**src/rtl/can_acc_pkg.sv**
```systemverilog
package can_acc_pkg;
  typedef logic [7:0] byte_t;

  typedef enum logic [1:0] {
    MODE_W32    = 2'd0,
    MODE_W16    = 2'd1,
    MODE_W8     = 2'd2,
    MODE_CLOSED = 2'd3
  } filt_mode_e;
endpackage

```
**src/rtl/can_acc_cfg.sv**
```systemverilog
module can_acc_cfg
  import can_acc_pkg::*;
#(
  parameter int BANK_BYTES = 8,
  localparam int AW = $clog2(BANK_BYTES) + 1
) (
  input  logic                         clk,
  input  logic                         rst_n,
  input  logic                         cfg_en,
  input  logic                         cfg_we,
  input  logic [AW-1:0]                cfg_addr,
  input  logic [7:0]                   cfg_wdata,
  input  logic                         mode_we,
  input  logic [1:0]                   mode_wdata,
  output filt_mode_e                   mode_q,
  output logic [BANK_BYTES-1:0][7:0]   code_q,
  output logic [BANK_BYTES-1:0][7:0]   mask_q
);
  localparam int IW = AW - 1;

  filt_mode_e                 mode_d;
  logic [BANK_BYTES-1:0][7:0] code_d, mask_d;
  logic                       wr_bank, wr_mode;

  assign wr_bank = cfg_en & cfg_we;
  assign wr_mode = cfg_en & mode_we;

  always_comb begin
    mode_d = mode_q;
    code_d = code_q;
    mask_d = mask_q;
    if (wr_mode) mode_d = filt_mode_e'(mode_wdata);
    if (wr_bank) begin
      if (cfg_addr[AW-1]) mask_d[cfg_addr[IW-1:0]] = cfg_wdata;
      else                code_d[cfg_addr[IW-1:0]] = cfg_wdata;
    end
  end

  always_ff @(posedge clk or negedge rst_n) begin
    if (!rst_n) begin
      mode_q <= MODE_CLOSED;
      code_q <= '0;
      mask_q <= '0;
    end else begin
      mode_q <= mode_d;
      code_q <= code_d;
      mask_q <= mask_d;
    end
  end
endmodule

```
**src/rtl/can_acc_match.sv**
```systemverilog
module can_acc_match
  import can_acc_pkg::*;
#(
  parameter int BANK_BYTES = 8,
  parameter int ID_BYTES   = 4
) (
  input  filt_mode_e                   mode,
  input  logic [ID_BYTES*8-1:0]        id_in,
  input  logic [BANK_BYTES-1:0][7:0]   code,
  input  logic [BANK_BYTES-1:0][7:0]   mask,
  output logic [BANK_BYTES-1:0]        hit_vec
);
  localparam int N32 = BANK_BYTES / 4;
  localparam int N16 = BANK_BYTES / 2;

  logic [ID_BYTES-1:0][7:0] id_b;
  logic [BANK_BYTES-1:0]    ok32, ok16, ok8;
  logic [N32-1:0]           h32;
  logic [N16-1:0]           h16;

  // byte 0 of the identifier sits on the top byte of id_in
  for (genvar b = 0; b < ID_BYTES; b++) begin : g_idb
    assign id_b[b] = id_in[(ID_BYTES-1-b)*8 +: 8];
  end

  for (genvar i = 0; i < BANK_BYTES; i++) begin : g_byte
    assign ok32[i] = ~|((id_b[i % 4] ^ code[i]) & ~mask[i]);
    assign ok16[i] = ~|((id_b[i % 2] ^ code[i]) & ~mask[i]);
    assign ok8[i]  = ~|((id_b[0]     ^ code[i]) & ~mask[i]);
  end

  for (genvar f = 0; f < N32; f++) begin : g_f32
    assign h32[f] = &ok32[4*f +: 4];
  end
  for (genvar f = 0; f < N16; f++) begin : g_f16
    assign h16[f] = &ok16[2*f +: 2];
  end

  always_comb begin
    hit_vec = '0;
    unique case (mode)
      MODE_W32:    hit_vec[N32-1:0] = h32;
      MODE_W16:    hit_vec[N16-1:0] = h16;
      MODE_W8:     hit_vec          = ok8;
      MODE_CLOSED: hit_vec          = '0;
    endcase
  end
endmodule

```
**src/rtl/can_acc_prio.sv**
```systemverilog
module can_acc_prio #(
  parameter int N = 8,
  localparam int W = $clog2(N)
) (
  input  logic [N-1:0] req,
  output logic         any,
  output logic [W-1:0] idx
);
  always_comb begin
    any = |req;
    idx = '0;
    for (int i = N - 1; i >= 0; i--) begin
      if (req[i]) idx = W'(i);
    end
  end
endmodule

```
**src/rtl/can_acc_filter.sv**
```systemverilog
module can_acc_filter
  import can_acc_pkg::*;
#(
  parameter int BANK_BYTES = 8,
  parameter int ID_BYTES   = 4,
  localparam int AW = $clog2(BANK_BYTES) + 1,
  localparam int HW = $clog2(BANK_BYTES)
) (
  input  logic                  clk,
  input  logic                  rst_n,
  input  logic                  cfg_en,
  input  logic                  cfg_we,
  input  logic [AW-1:0]         cfg_addr,
  input  logic [7:0]            cfg_wdata,
  input  logic                  mode_we,
  input  logic [1:0]            mode_wdata,
  input  logic [ID_BYTES*8-1:0] id_in,
  input  logic                  frame_valid,
  input  logic                  rxf_clr,
  output logic                  accept,
  output logic [HW-1:0]         hit_idx,
  output logic                  rx_full
);
  filt_mode_e                 cfg_mode;
  logic [BANK_BYTES-1:0][7:0] code_q, mask_q;
  logic [BANK_BYTES-1:0]      hit_vec;
  logic                       any_hit;
  logic [HW-1:0]              first_hit;

  logic          acc_d, acc_q, full_d, full_q;
  logic [HW-1:0] idx_d, idx_q;

  can_acc_cfg #(.BANK_BYTES(BANK_BYTES)) u_cfg (
    .clk(clk), .rst_n(rst_n), .cfg_en(cfg_en), .cfg_we(cfg_we),
    .cfg_addr(cfg_addr), .cfg_wdata(cfg_wdata), .mode_we(mode_we),
    .mode_wdata(mode_wdata), .mode_q(cfg_mode), .code_q(code_q),
    .mask_q(mask_q)
  );

  can_acc_match #(.BANK_BYTES(BANK_BYTES), .ID_BYTES(ID_BYTES)) u_match (
    .mode(cfg_mode), .id_in(id_in), .code(code_q), .mask(mask_q),
    .hit_vec(hit_vec)
  );

  can_acc_prio #(.N(BANK_BYTES)) u_prio (
    .req(hit_vec), .any(any_hit), .idx(first_hit)
  );

  always_comb begin
    acc_d  = frame_valid & any_hit;
    idx_d  = acc_d ? first_hit : idx_q;
    full_d = (full_q & ~rxf_clr) | acc_d;
  end

  always_ff @(posedge clk or negedge rst_n) begin
    if (!rst_n) begin
      acc_q  <= 1'b0;
      idx_q  <= '0;
      full_q <= 1'b0;
    end else begin
      acc_q  <= acc_d;
      idx_q  <= idx_d;
      full_q <= full_d;
    end
  end

  assign accept  = acc_q;
  assign hit_idx = idx_q;
  assign rx_full = full_q;
endmodule

```
**config.mk**
```make
export PLATFORM = sky130hd
export DESIGN_NAME = can_acc_filter
export DESIGN_NICKNAME = d
export VERILOG_FILES = /design/src/rtl/can_acc_pkg.sv /design/src/rtl/can_acc_cfg.sv /design/src/rtl/can_acc_match.sv /design/src/rtl/can_acc_prio.sv /design/src/rtl/can_acc_filter.sv
export SDC_FILE = /design/constraint.sdc
export NUM_CORES = 1
export LEC_CHECK = 0
export BUFFER_PORTS_ARGS = -buffer_cell sky130_fd_sc_hd__buf_2
export CAP_MARGIN = 10
export CELL_PAD_IN_SITES_DETAIL_PLACEMENT = 1
export CELL_PAD_IN_SITES_GLOBAL_PLACEMENT = 2
export CORE_MARGIN = 2
export CORE_UTILIZATION = 45
export DETAILED_ROUTE_END_ITERATION = 6
export GPL_TIMING_DRIVEN = 0
export PLACE_DENSITY = 0.92
export SLEW_MARGIN = 20
export SYNTH_ARGS = -nofsm -noshare
export SYNTH_HDL_FRONTEND = slang
export SYNTH_SLANG_ARGS = --single-unit
```
**constraint.sdc**
```tcl
create_clock -name clk -period 5.5 [get_ports clk]
set_clock_uncertainty 0.05 [all_clocks]
set_input_delay 0.825 -clock clk [delete_from_list [all_inputs] [get_ports clk]]
set_output_delay 0.825 -clock clk [all_outputs]
set_load 0.005 [all_outputs]
```
Word level (Yosys, flattened, before mapping)
Index checks and enable logic that the tools add are counted.
- order comparisons: 2
- equality and inequality tests: 3
- bitwise operators: 47
- mux-type cells: 15
- reduce and logical (&&, ||, !) cells: 43
- operators with widths (kind ; number):
    OR reduction 8 bit ; 17
    bitwise AND 8 bit ; 16
    bitwise mux 64 bit ; 2
    bitwise XOR 8 bit ; 16
    NOT 8 bit ; 8
    demux 8 bit (select 3 bit) ; 1
    2-to-1 mux 3 bit ; 8
    zero test 1 bit ; 16
    AND reduction 2 bit ; 6
    2-to-1 mux 8 bit ; 1
    case mux 2 bit (4 select lines) ; 1
    AND reduction 4 bit ; 2
    bitwise AND 1 bit ; 4
    equality test 2 bit (second input constant) ; 2
    < comparator 3 x 4 -> 1 bit (second input constant) ; 1
    2-to-1 mux 4 bit ; 1
    case mux 2 bit (2 select lines) ; 1
    >= comparator 3 x 1 -> 1 bit (second input constant) ; 1
    equality test 2 x 1 -> 1 bit (second input constant) ; 1
    zero test 2 bit ; 1
    NOT 1 bit ; 2
    logical AND 1 bit ; 1
    OR 1 bit ; 1
- input port bits: 53
- register bits: 135
- output and inout port bits: 5
- word-level logic and storage cells: 130

Longest topological paths before layout
- depth after elaboration: 13
- gate-level depth with buffers: 10

Cells and area by module
Synthesis repeated with hierarchy kept, for this count alone.
- cells, all modules: 579
- area, all modules: 7282.0 um2
- modules (own cells, without submodules) (module ; seq. area each (um2) ; times used ; area an instance (um2) ; cells an instance):
    can_acc_cfg ; 3255.6 ; 1 ; 5041.1 ; 298
    can_acc_match ; 0.0 ; 1 ; 1970.6 ; 256
    can_acc_filter ; 125.1 ; 1 ; 188.9 ; 12
    can_acc_prio ; 0.0 ; 1 ; 81.3 ; 13

Least setup slack after synthesis
OpenSTA, ideal clock, no wires.
- path kind: in2reg
- start point: in id_in[17]
- end point: reg idx_q[0] (netlist: hit_idx[0])
- slack: 2770 ps
- stages on the path: 9
- arrival time: 2555 ps
- required time: 5325 ps
- setup time: 125 ps
- cells stage by stage: buf_2 > xnor2_1 > o22a_1 > and4b_1 > a22oi_2 > o41ai_2 > or2_4 > o31ai_4 > mux2_4
- longest elaborated chain between the ends: 10
- ends and longest elaborated chain (item ; RTL line ; RTL):
    start: declaration ; can_acc_filter.sv:17 ; input logic [ID_BYTES*8-1:0] id_in,
    bitwise XOR 8 bit ; can_acc_match.sv:28 ; assign ok16[i] = ~|((id_b[i % 2] ^ code[i]) & ~mask[i]);
    bitwise AND 8 bit ; can_acc_match.sv:28 ;
    OR reduction 8 bit ; can_acc_match.sv:28 ;
    zero test 1 bit ; can_acc_match.sv:28 ;
    AND reduction 2 bit ; can_acc_match.sv:36 ; assign h16[f] = &ok16[2*f +: 2];
    case mux 2 bit (2 select lines) ; can_acc_match.sv:41 ; unique case (mode)
    2-to-1 mux 3 bit (4 in a row) ; can_acc_prio.sv:13 ; if (req[i]) idx = W'(i);
    end signal: assignment ; can_acc_filter.sv:62 ; idx_q <= idx_d;
    end: declaration ; can_acc_filter.sv:31 ; logic [HW-1:0] idx_d, idx_q;
Parallel ways exist; a longest one is shown, timed or not.
A chain may end at the register's enable or synchronous reset.

Final worst setup path
- start point: in id_in[29]
- end point: reg idx_q[0] (netlist: hit_idx[0])
- longest elaborated chain between the ends: 13
- ends and longest elaborated chain (item ; RTL line ; RTL):
    bitwise XOR 8 bit ; can_acc_match.sv:29 ; assign ok8[i] = ~|((id_b[0] ^ code[i]) & ~mask[i]);
    bitwise AND 8 bit ; can_acc_match.sv:29 ;
    OR reduction 8 bit ; can_acc_match.sv:29 ;
    zero test 1 bit ; can_acc_match.sv:29 ;
    2-to-1 mux 4 bit ; can_acc_match.sv:41 ;
    2-to-1 mux 3 bit (8 in a row) ; can_acc_prio.sv:13 ;
Parallel ways exist; a longest one is shown, timed or not.

==> results.json <==
{
  "p_per_area_nw_per_um2": 392,
  "synth_fp_nets": 635,
  "io_pins": 58,
  "slew_headroom_pct": 35.6,
  "layout-drive-gt1-share_pct": 35.4,
  "leakage_nw": 3.41,
  "rsz0062_at_grt": "false",
  "diodes": 0,
  "yosys_warnings": 0,
  "fmax_mhz": 320,
  "die_w_um": 130,
  "setup_viol": 0,
  "clk_latency_ps": 440,
  "clkTransAtPathRegs_ps": 60,
  "synthFlopType": "dfrtp_1",
  "synth_top_cell_area_share_pct": 46.8,
  "dieArea_um2": 16800,
  "finalPower_mw": 3.21,
  "switchingPower_uw": 994,
  "dr.pass1.iters": 4,
  "port_buffers": 44,
  "path_max_fanout": 8,
  "tightest_slew_ps": 963,
  "ys_seq_area_share_pct": 47.5,
  "cts.sinks": 135,
  "antenna_found_initial": 0,
  "critPathKind": "in2reg",
  "numCtsBuffers": 17,
  "final_common_cell": "dfrtp_1",
  "place_ws_ps": 2030,
  "critical-path-slowest-cell": "nor4_1",
  "grt_use_total_pct": 27.8,
  "fin_nets": 699,
  "max-vdd-ir-drop_v": 0.000246,
  "drc": 0,
  "p_sw_share_pct": 30.9,
  "fin_crit_sh_pct": 56.8,
  "drt_iter0_drc": 354,
  "timing.final.crit_period_ps": 3120,
  "critPathRequiredTime_ps": 5770,
  "synth_top_area_cell": "dfrtp_1",
  "cp-start-kind": "primary input",
  "cts_setup_buffers": 0,
  "grt_max_degree": 98,
  "wl_per_cell_um": 25.3,
  "via_per_inst": 5.84,
  "p_int_mw": 2.22,
  "htreeDepth": 4,
  "power_frac_seq_pct": 43.5,
  "synth_area_leaders": "dfrtp_1 47%, mux2_2 20%, xnor2_1 15%, o22ai_1 4.5%, nor2_1 0.95%",
  "cp.arrival_ps": 3400,
  "final_antenna_net_count": 0,
  "hold_ws_ps": 218,
  "drv_slew": 0,
  "hold_buffers": 0,
  "hold_path_class": "in2async",
  "ys_types": 48,
  "place_area_um2": 7640,
  "fin_ws_ps": 2380,
  "status": "complete, no violations",
  "synth_cells": 579,
  "grt_pass1_vias": 5487,
  "synth_edf_count": 0,
  "clockBufferDepth": 2,
  "vias": 5062,
  "final_cell_mix": "133 x dfrtp_1, 127 x mux2_2, 123 x xnor2_1",
  "setup.worst_path.end_class": "flop",
  "ctsResizeCount": 0,
  "setup_tns_ps": 0,
  "slowest_delay_ps": 810,
  "gr-total-overflow": 0,
  "ys_ff_latch": 135,
  "syn_to_final_growth_pct": 15.4,
  "clkPwrFrac_pct": 34.0,
  "synth_area_um2": 7110,
  "combPwrFrac_pct": 22.5,
  "gp_congestion": 0.929,
  "core_um2": 15300,
  "rows": 45,
  "drv_cap": 0,
  "cts_tree": "built",
  "syn_avg_cell_area_um2": 12.3,
  "final_area_um2": 8210,
  "hpwl_mm": 15.5,
  "start_util_pct": 46.4,
  "postSynth.asyncResetShare_pct": 100,
  "path_cells": "buf_2, xnor2_1, o22ai_1, nor4_1, nand2_1, a31oi_1, o31ai_4, mux2_4",
  "final-hold-violation-count": 0,
  "routed_wl_mm": 21.9,
  "grt_pass1_wl_mm": 33.4,
  "die_height_um": 130,
  "root_buffer": "clkbuf_16"
}
## power groups by stage
stage	clock network, mW	registers (mW)	logic [mW]
finish	1.09	1.40	0.723
global route	1.15	1.42	0.781
CTS	1.11	1.39	0.724
detailed placement	0	1.41	0.716
global placement	0	1.38	0.683
floorplan	0	1.34	0.527
## sequential cells by signal, summed over array words and instances (netlist names)
register / flops
rx_full: 1
u_cfg.mask_q: 64
u_cfg.code_q: 64
u_cfg.mode_q: 2
hit_idx: 3
accept: 1
## layout make-up
class,instances,area (um^2)
Buffer,27,143
Sequential cell,135,3380
Fill cell,1616,7110
Timing Repair Buffer,45,258
Tap cell,211,264
Multi-Input combinational cell,407,3560
Clock buffer,18,439
Clock inverter,14,123
Inverter,10,37.5
## metal layers
| layer | share of wire (%) | global-route usage (%) | vias to the layer above |
|---|---|---|---|
| li1 | - | - | 2211 |
| met1 | 43 | 36.3 | 2663 |
| met2 | 49 | 46.1 | 152 |
| met3 | 4.9 | 5.86 | 36 |
| met4 | 2.7 | 10.1 | 0 |
| met5 | 0 | 0 | - |
## cells by family (layout without fill, tap and decap cells)
family	after synthesis	in the layout	synth area share [%]
compound gates	87	87	8.43
xor+xnor	128	128	15.9
fa+ha+maj	3	3	0.528
buf+inv	37	114	2.53
flops	135	135	47.5
mux	128	128	20.3
simple gates	61	61	4.79
## worst max-delay path, delay by kind of cell
kind | cells | cell delay, ps
AO/OA/AOI/OAI | 3 | 660
multiplexers | 1 | 300
XOR/XNOR | 1 | 190
buffers and inverters | 1 | 360
AND/OR/NAND/NOR | 2 | 1050
## cell usage after synthesis, drive strengths merged, types with 4 or more instances
library cell	instances
nor4	11
o21ai	11
o22a	4
buf	11
dfrtp	133
nand2b	4
xor2	4
xnor2	124
nor2	18
o22ai	51
clkbuf	16
nand2	11
mux2	128
inv	10
nor3	5
## per-stage QoR
step           cells  util [%]
2_1_floorplan    579         -
3_3_place_gp     834      49.6
3_5_place_dp     835      49.9
4_1_cts          867      53.5
5_1_grt          867      53.6
6_report         867      53.6
## final timing paths
kind	from	to	slack [ps]	cells past startpoint
worst max-delay path	id_in[29]	hit_idx[0]	2380	8
worst min-delay path	rst_n	u_cfg.code_q[60]	220	1
worst max register to register	u_cfg.code_q[53]	hit_idx[0]	2710	7
worst min register to register	u_cfg.mask_q[39]	u_cfg.mask_q[39]	460	1
max in group asynchronous	rst_n	u_cfg.mask_q[18]	4390	2
min in group clk	u_cfg.mask_q[39]	u_cfg.mask_q[39]	460	1
Power figures use the tool's default switching activity.
